==> config.mk <==
export PLATFORM = sky130hd
export DESIGN_NAME = qenc_tracker
export DESIGN_NICKNAME = d
export VERILOG_FILES = /design/src/rtl/qenc_pkg.sv /design/src/rtl/qenc_pin_filter.sv /design/src/rtl/qenc_step_decode.sv /design/src/rtl/qenc_velocity.sv /design/src/rtl/qenc_tracker.sv
export SDC_FILE = /design/constraint.sdc
export NUM_CORES = 1
export LEC_CHECK = 0
export ABC_AREA = 1
export BUFFER_PORTS_ARGS = -buffer_cell sky130_fd_sc_hd__buf_2
export CAP_MARGIN = 20
export CORE_MARGIN = 2
export CORE_UTILIZATION = 63
export DETAILED_ROUTE_END_ITERATION = 6
export HOLD_SLACK_MARGIN = 0.06
export PLACE_DENSITY = 0.78
export SLEW_MARGIN = 5
export SYNTH_ARGS = -nofsm -noshare
export SYNTH_HDL_FRONTEND = slang
export SYNTH_SLANG_ARGS = --single-unit
==> constraint.sdc <==
create_clock -name clk -period 5.2 [get_ports clk]
set_clock_uncertainty 0.15 [all_clocks]
set_input_delay 0.26 -clock clk [delete_from_list [all_inputs] [get_ports clk]]
set_output_delay 0.26 -clock clk [all_outputs]
set_load 0.1 [all_outputs]
==> src/rtl/qenc_pkg.sv <==
package qenc_pkg;
  localparam int ADDR_W = 3;
  localparam logic [ADDR_W-1:0] RA_POS  = 3'd0;
  localparam logic [ADDR_W-1:0] RA_SNAP = 3'd1;
  localparam logic [ADDR_W-1:0] RA_STAT = 3'd2;
  localparam logic [ADDR_W-1:0] RA_VEL  = 3'd3;
  localparam logic [ADDR_W-1:0] RA_WIN  = 3'd4;
  localparam logic [ADDR_W-1:0] RA_TGT  = 3'd5;
  localparam int ST_PEND = 0;
  localparam int ST_ERR  = 1;
  localparam int NUM_PINS = 3;
endpackage

==> src/rtl/qenc_pin_filter.sv <==
module qenc_pin_filter #(
  parameter int SYNC_DEPTH = 2
) (
  input  logic clk,
  input  logic rst_n,
  input  logic pin_in,
  output logic pin_out
);
  logic [SYNC_DEPTH-1:0] sync_q;
  logic [2:0]            hist_q;
  logic                  vote;

  assign vote = (hist_q[0] & hist_q[1]) | (hist_q[0] & hist_q[2]) | (hist_q[1] & hist_q[2]);

  always_ff @(posedge clk or negedge rst_n) begin
    if (!rst_n) begin
      sync_q  <= '0;
      hist_q  <= '0;
      pin_out <= 1'b0;
    end else begin
      sync_q  <= {sync_q[SYNC_DEPTH-2:0], pin_in};
      hist_q  <= {hist_q[1:0], sync_q[SYNC_DEPTH-1]};
      pin_out <= vote;
    end
  end
endmodule

==> src/rtl/qenc_step_decode.sv <==
module qenc_step_decode (
  input  logic       clk,
  input  logic       rst_n,
  input  logic [1:0] ab_in,
  output logic       step_up,
  output logic       step_dn,
  output logic       jump
);
  logic [1:0] prev_q;
  logic [1:0] diff;
  logic       single;

  assign diff   = prev_q ^ ab_in;
  assign single = (diff == 2'b01) || (diff == 2'b10);
  assign jump   = (diff == 2'b11);
  assign step_up = single &  (prev_q[1] ^ ab_in[0]);
  assign step_dn = single & ~(prev_q[1] ^ ab_in[0]);

  always_ff @(posedge clk or negedge rst_n) begin
    if (!rst_n) prev_q <= 2'b00;
    else        prev_q <= ab_in;
  end
endmodule

==> src/rtl/qenc_velocity.sv <==
module qenc_velocity #(
  parameter int POS_W     = 32,
  parameter int WIN_W     = 24,
  parameter int WIN_RESET = 100
) (
  input  logic             clk,
  input  logic             rst_n,
  input  logic [POS_W-1:0] pos_in,
  input  logic             win_wr,
  input  logic [WIN_W-1:0] win_data,
  output logic [WIN_W-1:0] win_len,
  output logic [POS_W-1:0] vel_out
);
  logic [WIN_W-1:0] win_cnt;
  logic [POS_W-1:0] base_q;
  logic             win_end;

  assign win_end = (win_len != '0) && (win_cnt == win_len - WIN_W'(1));

  always_ff @(posedge clk or negedge rst_n) begin
    if (!rst_n) begin
      win_len <= WIN_W'(WIN_RESET);
      win_cnt <= '0;
      base_q  <= '0;
      vel_out <= '0;
    end else if (win_wr) begin
      win_len <= win_data;
      win_cnt <= '0;
      base_q  <= pos_in;
    end else if (win_end) begin
      vel_out <= pos_in - base_q;
      base_q  <= pos_in;
      win_cnt <= '0;
    end else if (win_len != '0) begin
      win_cnt <= win_cnt + WIN_W'(1);
    end
  end

  p_win_bound_r7: assert property (@(posedge clk) disable iff (!rst_n)
    (win_len != '0) |-> (win_cnt < win_len));
endmodule

==> src/rtl/qenc_tracker.sv <==
module qenc_tracker #(
  parameter int POS_W      = 32,
  parameter int WIN_W      = 24,
  parameter int WIN_RESET  = 100,
  parameter int SYNC_DEPTH = 2
) (
  input  logic             clk,
  input  logic             rst_n,
  input  logic             enc_a,
  input  logic             enc_b,
  input  logic             enc_idx,
  input  logic [2:0]       reg_addr,
  input  logic             reg_rd,
  input  logic             reg_wr,
  input  logic [POS_W-1:0] reg_wdata,
  output logic [POS_W-1:0] reg_rdata,
  output logic             cmp_pulse
);
  import qenc_pkg::*;

  logic [NUM_PINS-1:0] pins_raw, pins_flt;
  logic step_up, step_dn, jump;
  logic [POS_W-1:0] pos_q, snap_q, tgt_q, vel_w;
  logic [WIN_W-1:0] win_w;
  logic pend_q, err_q, idx_prev_q, idx_rise, eq_prev_q, pos_eq;
  logic pos_load, snap_rd, err_clr, win_wr, tgt_wr;
  logic [POS_W-1:0] rd_mux;

  assign pins_raw = {enc_idx, enc_a, enc_b};

  for (genvar g = 0; g < NUM_PINS; g++) begin : g_flt
    qenc_pin_filter #(.SYNC_DEPTH(SYNC_DEPTH)) u_flt (
      .clk(clk), .rst_n(rst_n), .pin_in(pins_raw[g]), .pin_out(pins_flt[g]));
  end

  qenc_step_decode u_dec (
    .clk(clk), .rst_n(rst_n), .ab_in(pins_flt[1:0]),
    .step_up(step_up), .step_dn(step_dn), .jump(jump));

  qenc_velocity #(.POS_W(POS_W), .WIN_W(WIN_W), .WIN_RESET(WIN_RESET)) u_vel (
    .clk(clk), .rst_n(rst_n), .pos_in(pos_q), .win_wr(win_wr),
    .win_data(reg_wdata[WIN_W-1:0]), .win_len(win_w), .vel_out(vel_w));

  assign pos_load = reg_wr && (reg_addr == RA_POS);
  assign err_clr  = reg_wr && (reg_addr == RA_STAT) && reg_wdata[ST_ERR];
  assign win_wr   = reg_wr && (reg_addr == RA_WIN);
  assign tgt_wr   = reg_wr && (reg_addr == RA_TGT);
  assign snap_rd  = reg_rd && (reg_addr == RA_SNAP);
  assign idx_rise = pins_flt[2] && !idx_prev_q;
  assign pos_eq   = (pos_q == tgt_q);

  always_ff @(posedge clk or negedge rst_n) begin
    if (!rst_n) begin
      pos_q <= '0;
    end else if (pos_load) begin
      pos_q <= reg_wdata;
    end else if (step_up) begin
      pos_q <= pos_q + POS_W'(1);
    end else if (step_dn) begin
      pos_q <= pos_q - POS_W'(1);
    end
  end

  always_ff @(posedge clk or negedge rst_n) begin
    if (!rst_n) begin
      err_q      <= 1'b0;
      idx_prev_q <= 1'b0;
      pend_q     <= 1'b0;
      snap_q     <= '0;
      tgt_q      <= '0;
      eq_prev_q  <= 1'b1;
      cmp_pulse  <= 1'b0;
    end else begin
      if (jump)         err_q <= 1'b1;
      else if (err_clr) err_q <= 1'b0;
      idx_prev_q <= pins_flt[2];
      if (idx_rise && !pend_q) begin
        snap_q <= pos_q;
        pend_q <= 1'b1;
      end else if (snap_rd) begin
        pend_q <= 1'b0;
      end
      if (tgt_wr) tgt_q <= reg_wdata;
      eq_prev_q <= pos_eq;
      cmp_pulse <= pos_eq && !eq_prev_q;
    end
  end

  always_comb begin
    case (reg_addr)
      RA_POS:  rd_mux = pos_q;
      RA_SNAP: rd_mux = snap_q;
      RA_STAT: rd_mux = {{(POS_W-2){1'b0}}, err_q, pend_q};
      RA_VEL:  rd_mux = vel_w;
      RA_WIN:  rd_mux = {{(POS_W-WIN_W){1'b0}}, win_w};
      RA_TGT:  rd_mux = tgt_q;
      default: rd_mux = '0;
    endcase
  end

  always_ff @(posedge clk or negedge rst_n) begin
    if (!rst_n)      reg_rdata <= '0;
    else if (reg_rd) reg_rdata <= rd_mux;
    else             reg_rdata <= '0;
  end

  p_pos_step_r2: assert property (@(posedge clk) disable iff (!rst_n)
    !pos_load |=> ((pos_q == $past(pos_q)) || (pos_q == $past(pos_q) + POS_W'(1)) ||
                   (pos_q == $past(pos_q) - POS_W'(1))));
  p_err_sticky_r3: assert property (@(posedge clk) disable iff (!rst_n)
    (err_q && !err_clr) |=> err_q);
  p_snap_hold_r6: assert property (@(posedge clk) disable iff (!rst_n)
    (pend_q && !snap_rd) |=> ($stable(snap_q) && pend_q));
  p_cmp_single_r8: assert property (@(posedge clk) disable iff (!rst_n)
    cmp_pulse |=> !cmp_pulse);
endmodule

==> flow_summary.toml <==
[yosys]
synth_largest_area_cell = "dfrtp_1"
ys_top_cells_by_area = "dfrtp_1 (39%), nand2_1 (14%), inv_1 (6.7%)"
syn-num-nets = 2354
yosys.cell_types.count = 46
yosysWarnings = 0
synthCells = 2246
syn_area_per_cell_um2 = 7.42
synthesis.area_mm2 = 0.0167
ys_seq_area_frac = 0.398
ys_ff_latch = 265
synth_edf_count = 0
synthFlopType = "dfrtp_1"
yosys-top-cells-count = "nand2_1 (606), inv_1 (299), dfrtp_1 (261)"
ys_async_sr_fraction = 1.00
post-synth-top-count-cell = "nand2_1"
synth_top_area_frac = 0.392

[setup_path]
crit_top_cell = "nand2_1"
endpoint_kind = "register"
max_stage_delay_ns = 0.44
critical_path.cell_chain = "xor2_1 > ha_1 > inv_1 > a21oi_1 > o21ai_2 > buf_4 > ha_1 > a21oi_1 > o21ai_0 > nand2_1 > nand2_1 > inv_1 > o21ai_0 > nand3_1 > nand2_1 > xnor2_1 > o21bai_1"
cp-start-kind = "register"
crit_type = "register to register"
crit_slowest_cell = "dfrtp_1"
arrival_ns = 4.36
worstPathMaxFanout = 32
required_ns = 5.49

[clocking]
numCtsBuffers = 29
cts.sinks = 265
postCtsSetupBuffers = 0
root_buffer = "clkbuf_16"
clock_latency_ns = 0.57
cts_max_level = 1
cts_tree = "built"
cts_max_path_buffers = 3
path_clk_slew_ns = 0.07
cts_resized = 0

[global_routing]
grt_pass1_wl_um = 88000
grt_busiest_layer = "met2"
track_usage = 0.403
grt_use_met3 = 0.0953
grt_use_met2 = 0.626
use_met1 = 0.564
grt_pass1_vias = 16000
grt_start_max_net_pins = 132
antenna_found_initial = 0
overflow = 0

[sta]
finalHoldViolations = 0
clock.fmax_ghz = 0.246
max-slew-margin-rel = 0.386
rsz0062_at_grt = "false"
fin_crit_sh = 0.782
slew_viol_final = 0
setup_violations = 0
period_minus_slack_ns = 4.07
tightest_slew_ns = 0.919
fin_tns_setup_ns = 0

[drt]
routed_wirelength_um = 55900
vias = 16500
vias_per_cell = 6.10
post_drt_wl_per_cell_um = 20.7
ant_nets = 0
route.detailed.drc = 0
first_pass_iters = 6
drtIter0Drc = 2068

[die]
die_h_um = 167
core_mm2 = 0.0260
die_w_um = 167
ios = 75
rows = 59
dieArea_mm2 = 0.0278
initial_core_util = 0.641

[placement]
port_buffers = 74
gp_congestion = 1.04
place_area_mm2 = 0.0173
hpwlAfterDp_um = 40800

[power_and_ir_drop]
peakVddDrop_uv = 556
p_leak_nw = 9.34
powerDensity_mw_per_mm2 = 620

[layout]
fin_area_mm2 = 0.0187
antenna_cells = 0
area_delta_synth_final_pct = 12.2
fillers = 2054
num-nets-final = 2447
drive_above_1_share = 0.0804

[min_path]
min_path_type = "primary input to register"

[run_status]
outcome = "complete, no violations"

[run]
maxCapViolations = 0
==> routing by layer <==
metal | vias up | routed length (um)
met3 | 135 | 6570
met4 | 0 | 1660
met2 | 1050 | 24900
met1 | 7745 | 22800
met5 | - | 0
li1 | 7530 | -
==> report_power, final <==
part           switching (mW)  internal [mW]
logic                    4.03           2.09
registers               0.718           2.56
clock network           0.899           1.31
==> layout by cell type (no fill, tap or decap), types with 33 or more instances in the layout <==
| cell | netlist | layout |
|---|---|---|
| a21oi_1 | 92 | 92 |
| buf_2 | 13 | 73 |
| dfrtp_1 | 261 | 261 |
| dlygate4sd3_1 | 0 | 40 |
| ha_1 | 64 | 64 |
| inv_1 | 299 | 298 |
| nand2_1 | 606 | 605 |
| nand3_1 | 115 | 115 |
| nand4_1 | 62 | 62 |
| nor2_1 | 209 | 209 |
| nor3_1 | 33 | 33 |
| o21ai_0 | 134 | 133 |
| xnor2_1 | 53 | 53 |
| xor2_1 | 51 | 51 |
==> area by class of cell <==
cell class	count	area, um^2	share of cell area
clock buffers	39	823	0.0440
clock inverters	15	194	0.0104
inverters	305	1140	0.0612
multi-input cells	1609	8570	0.458
flip-flops and latches	265	6640	0.355
well taps	335	419	0.0224
repair buffers	129	918	0.0491
==> state kept, by name, indices dropped and copies added, names as in the netlist, 6 cells and up <==
name / flops
pos_q: 32
reg_rdata: 32
snap_q: 32
tgt_q: 32
u_vel.base_q: 32
u_vel.vel_out: 32
u_vel.win_cnt: 24
u_vel.win_len: 24
g_flt.u_flt.hist_q: 9
g_flt.u_flt.sync_q: 6
==> timing repair <==
item | in CTS | in global routing
hold buffers | 40 | 0
endpoints found under the setup margin | 0 | 0
hold endpoints to repair | 177 | 0
==> cell families (layout without fill, tap and decap cells) <==
family	Yosys count	in the layout	synth area share
XOR/XNOR	104	104	0.0547
adder cells (fa/ha/maj)	69	69	0.0522
flip-flops	265	265	0.398
AND/OR/NAND/NOR	1075	1075	0.275
multiplexers	12	12	0.00811
AO/OA/AOI/OAI	349	349	0.124
buffers and inverters	372	488	0.0879
==> stage by stage <==
stage                     power (mW)  setup WS (ns)  utilization  instances  hold WS (ns)
after floorplan                 7.37          0.748            -       2246        -0.186
after global placement          8.99           1.56        0.665       2603         0.161
after detailed placement        9.13           1.22        0.665       2603         0.163
after CTS                       11.4           1.18        0.720       2697        0.0727
after global routing            12.3          0.941        0.720       2697         0.122
final                           11.6           1.13        0.720       2697        0.0816
==> path summary, 6_finish.rpt <==
| check | from | to | slack, ns | depth (start not counted) |
|---|---|---|---|---|
| min in group asynchronous | rst_n | u_vel.win_cnt[23] | 0.16 | 2 |
| hold reg to reg | g_flt[0].u_flt.sync_q[1] | g_flt[0].u_flt.hist_q[0] | 0.20 | 0 |
| max in group asynchronous | rst_n | pos_q[18] | 3.56 | 3 |
| hold / removal | reg_rd | reg_rdata[3] | 0.08 | 4 |
| setup reg to reg | g_flt[0].u_flt.pin_out | pos_q[24] | 1.13 | 17 |
| setup / recovery | g_flt[0].u_flt.pin_out | pos_q[24] | 1.13 | 17 |
==> worst max-delay path, delay by kind of cell (launching register included) <==
family	cells	cell delay, ns
flip-flops	1	0.44
adder cells (fa/ha/maj)	2	0.73
AO/OA/AOI/OAI	6	1.23
AND/OR/NAND/NOR	4	0.56
XOR/XNOR	2	0.41
buffers and inverters	3	0.38
(Power assumes the default switching activity.)
